===== src/rtl/lic_pkg.sv =====
package lic_pkg;

    parameter int NUM_SRC   = 9;
    parameter int NUM_LINES = 3;
    parameter int DATA_W    = 32;
    parameter int ADDR_W    = 6;
    parameter int PEND_LSB  = 16;

    // sources with a level that software cannot change
    parameter logic [NUM_SRC-1:0] FIXED_HIGH = 9'h102;
    parameter logic [NUM_SRC-1:0] FIXED_LOW  = 9'h004;

    typedef enum logic [0:0] {
        PS_IDLE = 1'b0,
        PS_RESP = 1'b1
    } port_state_e;

endpackage


===== src/rtl/lic_level_detect.sv =====
module lic_level_detect
    import lic_pkg::*;
#(
    parameter int                NS     = NUM_SRC,
    parameter logic [NS-1:0]     FIX_HI = FIXED_HIGH,
    parameter logic [NS-1:0]     FIX_LO = FIXED_LOW
) (
    input  logic          clk,
    input  logic          rst_n,
    input  logic [NS-1:0] src_in,
    input  logic          pol_we,
    input  logic [NS-1:0] pol_wdata,
    output logic [NS-1:0] active,
    output logic [NS-1:0] pol_eff
);

    // reset level of the synchronizer: the inactive level under reset polarity
    localparam logic [NS-1:0] SYNC_RST = ~FIX_HI;

    logic [NS-1:0] meta_q;
    logic [NS-1:0] sync_q;

    always_ff @(posedge clk or negedge rst_n) begin
        if (!rst_n) begin
            meta_q <= SYNC_RST;
            sync_q <= SYNC_RST;
        end else begin
            meta_q <= src_in;
            sync_q <= meta_q;
        end
    end

    for (genvar k = 0; k < NS; k++) begin : g_src
        if (FIX_HI[k]) begin : g_hi
            assign pol_eff[k] = 1'b1;
        end else if (FIX_LO[k]) begin : g_lo
            assign pol_eff[k] = 1'b0;
        end else begin : g_prog
            logic pol_q;
            always_ff @(posedge clk or negedge rst_n) begin
                if (!rst_n) begin
                    pol_q <= 1'b0;
                end else if (pol_we) begin
                    pol_q <= pol_wdata[k];
                end
            end
            assign pol_eff[k] = pol_q;
        end
        assign active[k] = ~(sync_q[k] ^ pol_eff[k]);
    end

endmodule


===== src/rtl/lic_line_bank.sv =====
module lic_line_bank
    import lic_pkg::*;
#(
    parameter int NS = NUM_SRC,
    parameter int DW = DATA_W,
    parameter int PL = PEND_LSB
) (
    input  logic          clk,
    input  logic          rst_n,
    input  logic [NS-1:0] active,
    input  logic          wr_en,
    input  logic [DW-1:0] wr_data,
    output logic [NS-1:0] mask_q,
    output logic [NS-1:0] pend_q,
    output logic          irq
);

    logic [NS-1:0] clr;
    logic [NS-1:0] pend_d;

    always_comb begin
        clr    = wr_en ? wr_data[PL+NS-1:PL] : '0;
        pend_d = (pend_q & ~clr) | active;
    end

    always_ff @(posedge clk or negedge rst_n) begin
        if (!rst_n) begin
            mask_q <= '0;
            pend_q <= '0;
        end else begin
            pend_q <= pend_d;
            if (wr_en) begin
                mask_q <= wr_data[NS-1:0];
            end
        end
    end

    assign irq = |(pend_q & mask_q);

endmodule


===== src/rtl/lic_reg_port.sv =====
module lic_reg_port
    import lic_pkg::*;
#(
    parameter int NS = NUM_SRC,
    parameter int NL = NUM_LINES,
    parameter int DW = DATA_W,
    parameter int AW = ADDR_W,
    parameter int PL = PEND_LSB
) (
    input  logic             clk,
    input  logic             rst_n,
    input  logic             req_valid,
    input  logic             req_write,
    input  logic [AW-1:0]    req_addr,
    input  logic [DW-1:0]    req_wdata,
    output logic             req_ready,
    output logic             rsp_valid,
    output logic [DW-1:0]    rsp_rdata,
    output logic             pol_we,
    output logic [NL-1:0]    line_we,
    output logic [DW-1:0]    wr_data,
    input  logic [NS-1:0]    pol_eff,
    input  logic [NL*NS-1:0] mask_flat,
    input  logic [NL*NS-1:0] pend_flat
);

    localparam int IW = AW - 2;

    port_state_e   state_q, state_d;
    logic [IW-1:0] rd_idx_q;
    logic [IW-1:0] req_idx;
    logic          accept;

    assign req_idx = req_addr[AW-1:2];
    assign accept  = req_valid && req_ready;
    assign wr_data = req_wdata;

    // state register
    always_ff @(posedge clk or negedge rst_n) begin
        if (!rst_n) begin
            state_q  <= PS_IDLE;
            rd_idx_q <= '0;
        end else begin
            state_q <= state_d;
            if (accept && !req_write) begin
                rd_idx_q <= req_idx;
            end
        end
    end

    // next state
    always_comb begin
        state_d = state_q;
        unique case (state_q)
            PS_IDLE: if (accept && !req_write) state_d = PS_RESP;
            PS_RESP: state_d = PS_IDLE;
            default: state_d = PS_IDLE;
        endcase
    end

    // outputs
    always_comb begin
        req_ready = 1'b0;
        rsp_valid = 1'b0;
        rsp_rdata = '0;
        pol_we    = 1'b0;
        line_we   = '0;
        unique case (state_q)
            PS_IDLE: begin
                req_ready = 1'b1;
                if (req_valid && req_write) begin
                    pol_we = (req_idx == '0);
                    for (int n = 0; n < NL; n++) begin
                        line_we[n] = (req_idx == IW'(n + 1));
                    end
                end
            end
            PS_RESP: begin
                rsp_valid = 1'b1;
                if (rd_idx_q == '0) begin
                    rsp_rdata[NS-1:0] = pol_eff;
                end
                for (int n = 0; n < NL; n++) begin
                    if (rd_idx_q == IW'(n + 1)) begin
                        rsp_rdata[NS-1:0]     = mask_flat[n*NS +: NS];
                        rsp_rdata[PL+NS-1:PL] = mask_flat[n*NS +: NS] & pend_flat[n*NS +: NS];
                    end
                end
            end
            default: begin
                req_ready = 1'b0;
            end
        endcase
    end

endmodule


===== src/rtl/lic_top.sv =====
module lic_top
    import lic_pkg::*;
(
    input  logic                 clk,
    input  logic                 rst_n,
    input  logic [NUM_SRC-1:0]   src_in,
    input  logic                 req_valid,
    input  logic                 req_write,
    input  logic [ADDR_W-1:0]    req_addr,
    input  logic [DATA_W-1:0]    req_wdata,
    output logic                 req_ready,
    output logic                 rsp_valid,
    output logic [DATA_W-1:0]    rsp_rdata,
    output logic [NUM_LINES-1:0] irq_out
);

    localparam int NS = NUM_SRC;
    localparam int NL = NUM_LINES;

    logic [NS-1:0]    src_active;
    logic [NS-1:0]    pol_eff;
    logic             pol_we;
    logic [NL-1:0]    line_we;
    logic [DATA_W-1:0] wr_data;
    logic [NL*NS-1:0] mask_flat;
    logic [NL*NS-1:0] pend_flat;

    lic_level_detect #(.NS(NS), .FIX_HI(FIXED_HIGH), .FIX_LO(FIXED_LOW)) u_detect (
        .clk       (clk),
        .rst_n     (rst_n),
        .src_in    (src_in),
        .pol_we    (pol_we),
        .pol_wdata (wr_data[NS-1:0]),
        .active    (src_active),
        .pol_eff   (pol_eff)
    );

    for (genvar n = 0; n < NL; n++) begin : g_line
        lic_line_bank #(.NS(NS), .DW(DATA_W), .PL(PEND_LSB)) u_bank (
            .clk     (clk),
            .rst_n   (rst_n),
            .active  (src_active),
            .wr_en   (line_we[n]),
            .wr_data (wr_data),
            .mask_q  (mask_flat[n*NS +: NS]),
            .pend_q  (pend_flat[n*NS +: NS]),
            .irq     (irq_out[n])
        );
    end

    lic_reg_port #(.NS(NS), .NL(NL), .DW(DATA_W), .AW(ADDR_W), .PL(PEND_LSB)) u_port (
        .clk       (clk),
        .rst_n     (rst_n),
        .req_valid (req_valid),
        .req_write (req_write),
        .req_addr  (req_addr),
        .req_wdata (req_wdata),
        .req_ready (req_ready),
        .rsp_valid (rsp_valid),
        .rsp_rdata (rsp_rdata),
        .pol_we    (pol_we),
        .line_we   (line_we),
        .wr_data   (wr_data),
        .pol_eff   (pol_eff),
        .mask_flat (mask_flat),
        .pend_flat (pend_flat)
    );

endmodule


===== config.mk =====
export PLATFORM = sky130hd
export DESIGN_NAME = lic_top
export DESIGN_NICKNAME = d
export VERILOG_FILES = /design/src/rtl/lic_pkg.sv /design/src/rtl/lic_level_detect.sv /design/src/rtl/lic_line_bank.sv /design/src/rtl/lic_reg_port.sv /design/src/rtl/lic_top.sv
export SDC_FILE = /design/constraint.sdc
export NUM_CORES = 1
export LEC_CHECK = 0
export ABC_AREA = 1
export BUFFER_PORTS_ARGS = -buffer_cell sky130_fd_sc_hd__buf_2
export CAP_MARGIN = 25
export CORE_MARGIN = 1.5
export CORE_UTILIZATION = 40
export DETAILED_ROUTE_END_ITERATION = 16
export GPL_TIMING_DRIVEN = 0
export HOLD_SLACK_MARGIN = 0.15
export RECOVER_POWER = 25
export SLEW_MARGIN = 20
export SYNTH_ARGS = -nofsm -noshare
export SYNTH_HDL_FRONTEND = slang
export SYNTH_SLANG_ARGS = --single-unit

===== constraint.sdc =====
create_clock -name clk -period 3.7 [get_ports clk]
set_input_delay 1.11 -clock clk [delete_from_list [all_inputs] [get_ports clk]]
set_output_delay 1.11 -clock clk [all_outputs]
set_load 0.005 [all_outputs]

==> metrics.txt <==
status=complete, but fails checks; failing checks=capacitance limit, slew limit; CP top delay family=buffers and inverters; Final Util=48.1%; Worst Setup Slack, final=665 ps; clock latency on the worst-skew pair=360 ps; synthesized flop and latch total=83; dpl hpwl=8.52 mm; port bufs=57; Ports=88; total die area=11300 um2; # rows=37; CP max stage delay=410 ps; Clock H-tree levels=3; reg2reg start=u_port.state_q$_DFF_PN0_; RSZ-0062 raised after global routing=false; fmax=330 MHz; startpoint types=register; Final GP Congestion=0.936; largest net degree at the start of global routing=54; Hold WC Path Type=register to register; clock skew=6.53 ps; Worst-Margin Slew=1700 ps; Mapped Avg Cell Area=8.49 um2; asr flop ratio synth=100%; Fin. Hold Viols=0; Setup CP Type=register to output pin; Worst-path clk slew=80 ps; CTS resizes=0; most common flop cell mapped by yosys=dfrtp_1; initial antenna violation count=0; Hold Buf Count CTS=0; DRC=0; Layout Nets=634; Post-Synthesis Cells=501; drt total wl=11.7 mm; P per Cell Area=436 nW/um2; GRT Overall Usage=22.2%; TritonRoute pass-1 iters=5; core outline area=10300 um2; post-CTS setup buffers=0; LEAKAGE=0.00249 uW; Final period util=82.0%; Ys Warns=0; CTS max path bufs=2; hold wc startpoint=u_detect.meta_q[8]$_DFF_PN0_; CP Capture Type=output pin; vias=3676; setup TNS=0 ps; clock root cell=clkbuf_8; routed vias/inst=5.08; CTS sink cnt=83; Final min period=3030 ps; final max-slew violation count=31; number of synthesized flops with an enable pin=0; initial drt markers=238; layout cells sized above 1=26.5%; first-pass GRT wire length=18.5 mm; max_slew headroom=-13.5%; WP data required=2590 ps; die width=106 um; register area share after synthesis=49.2%; final setup fails=0; cell area after synthesis=4250 um2; Num CTS Buffers=9; remaining antenna violation count after routing=0; Ant. Diodes=0; worst path bufs/invs=2; largest fanout on the critical path=9; drt wl/cell=16.2 um; count of cell types in the netlist=24; Critical-path top delay cell=dfrtp_1; CP cell instances=nor2_4 -> nand2_2 -> inv_1 -> o21ai_0 -> a21oi_1 -> buf_2; Starting Density=41.2%; Max Cap Viol=1; launching element of the worst setup path=u_port.rd_idx_q[3]$_DFFE_PN0N_; DIE HEIGHT=106 um; dpl ws=1100 ps; CTS tree=done; vias in the first global route=3601; critical path arrival=1920 ps; Area growth syn-to-layout=16.7%; final global-route overflow total=0; worst vdd ir=0.169 mV
flip-flops by register name, summed over array words and instances (netlist names):
| signal | cells |
|---|---|
| u_port.rd_idx_q | 4 |
| g_line.u_bank.pend_q | 27 |
| u_detect.sync_q | 9 |
| u_port.state_q | 1 |
| u_detect.meta_q | 9 |
| u_detect.g_src.g_prog.pol_q | 6 |
| g_line.u_bank.mask_q | 27 |
power breakdown:
| group | leakage (uW) | internal, uW | switching [uW] |
|---|---|---|---|
| sequential | 0.000926 | 995 | 77.4 |
| clock | 0.0000884 | 278 | 328 |
| combinational | 0.00148 | 181 | 302 |
kinds of logic after synthesis:
logic type / share of synthesized area [%]
DFF: 49.2
xor gates and xnor gates: 1.24
AOI/OAI and AO/OA: 8.50
buffers and inverters: 10.6
and+or+nand+nor: 30.3
other: 0.0882
placed cells by master, fill, tap and decap left out, drive strengths merged:
cell type and count:
dfstp 14, inv 44, a21oi 10, clkinv 2, nand3b 15, xor2 6, conb 14, nor2 29
nor3 1, o21ai 51, nand3 31, nand4 36, nand2 155, clkbuf 13, dfrtp 69, buf 96
clkinvlp 2
cells in the mapped netlist, types with 3 or more instances:
cell type  count  area (um2)
inv_2          3        11.3
nand3b_1      15         113
nor2_1        24        90.1
nand4_1       36         225
nand2_2        4        25.0
o21ai_2       15         131
buf_6          6        67.6
xor2_1         6        52.6
nor2_4         3        33.8
a21oi_1       10        50.1
nand3_4        4        70.1
nand3_1       27         135
buf_4         21         158
buf_2         12        60.1
inv_1         41         154
o21ai_0       25         125
nand2_1      151         567
dfrtp_1       69        1730
dfstp_2       14         368
o21ai_1       11        55.1
path summary, 6_finish.rpt:
| check | to | slack, ps | depth (start not counted) |
|---|---|---|---|
| setup / recovery | rsp_rdata[2] | 670 | 6 |
| hold / removal | u_detect.sync_q[8]$_DFF_PN0_ | 350 | 0 |
| setup reg to reg | g_line[2].u_bank.pend_q[6]$_DFF_PN0_ | 2190 | 6 |
| hold reg to reg | u_detect.sync_q[8]$_DFF_PN0_ | 350 | 0 |
| max in group asynchronous | u_detect.sync_q[7]$_DFF_PN1_ | 1490 | 2 |
| min in group asynchronous | g_line[1].u_bank.pend_q[0]$_DFF_PN0_ | 1180 | 1 |
final cells by class:
class                   instances  area (um2)
repair buffers                 58         312
flip-flops and latches         83        2090
well taps                     136         170
multi-input cells             348        1760
clock buffers                  12         155
fillers                      1016        5360
inverters                      44         165
clock inverters                 4        25.0
plain buffers                  39         285
metal layers:
metal / share of wire [%] / up-vias / GRT usage [%]
met2: 47 / 135 / 36.5
met5: 0 / - / 0
met3: 5.7 / 37 / 3.13
li1: - / 1782 / -
met1: 43 / 1722 / 28.1
met4: 4.0 / 0 / 12.2
through the flow:
stage | hold WS (ps) | std cells | instance area, um2 | power [uW]
after floorplan | 331 | 514 | 4300 | 1390
after global placement | 333 | 707 | 4760 | 1550
after detailed placement | 336 | 708 | 4790 | 1570
after CTS | 354 | 724 | 4970 | 2170
after global routing | 355 | 724 | 4960 | 2270
final | 352 | 724 | 4960 | 2160
worst register-to-register path, cell delays in order, from the launching register on:
cell,delay (ps)
dfrtp_1,420
nor2_2,210
buf_6,190
buf_2,290
nand4_1,160
nand2_1,80
nand2_1,50
No activity file was read; power rests on OpenSTA's default activity.
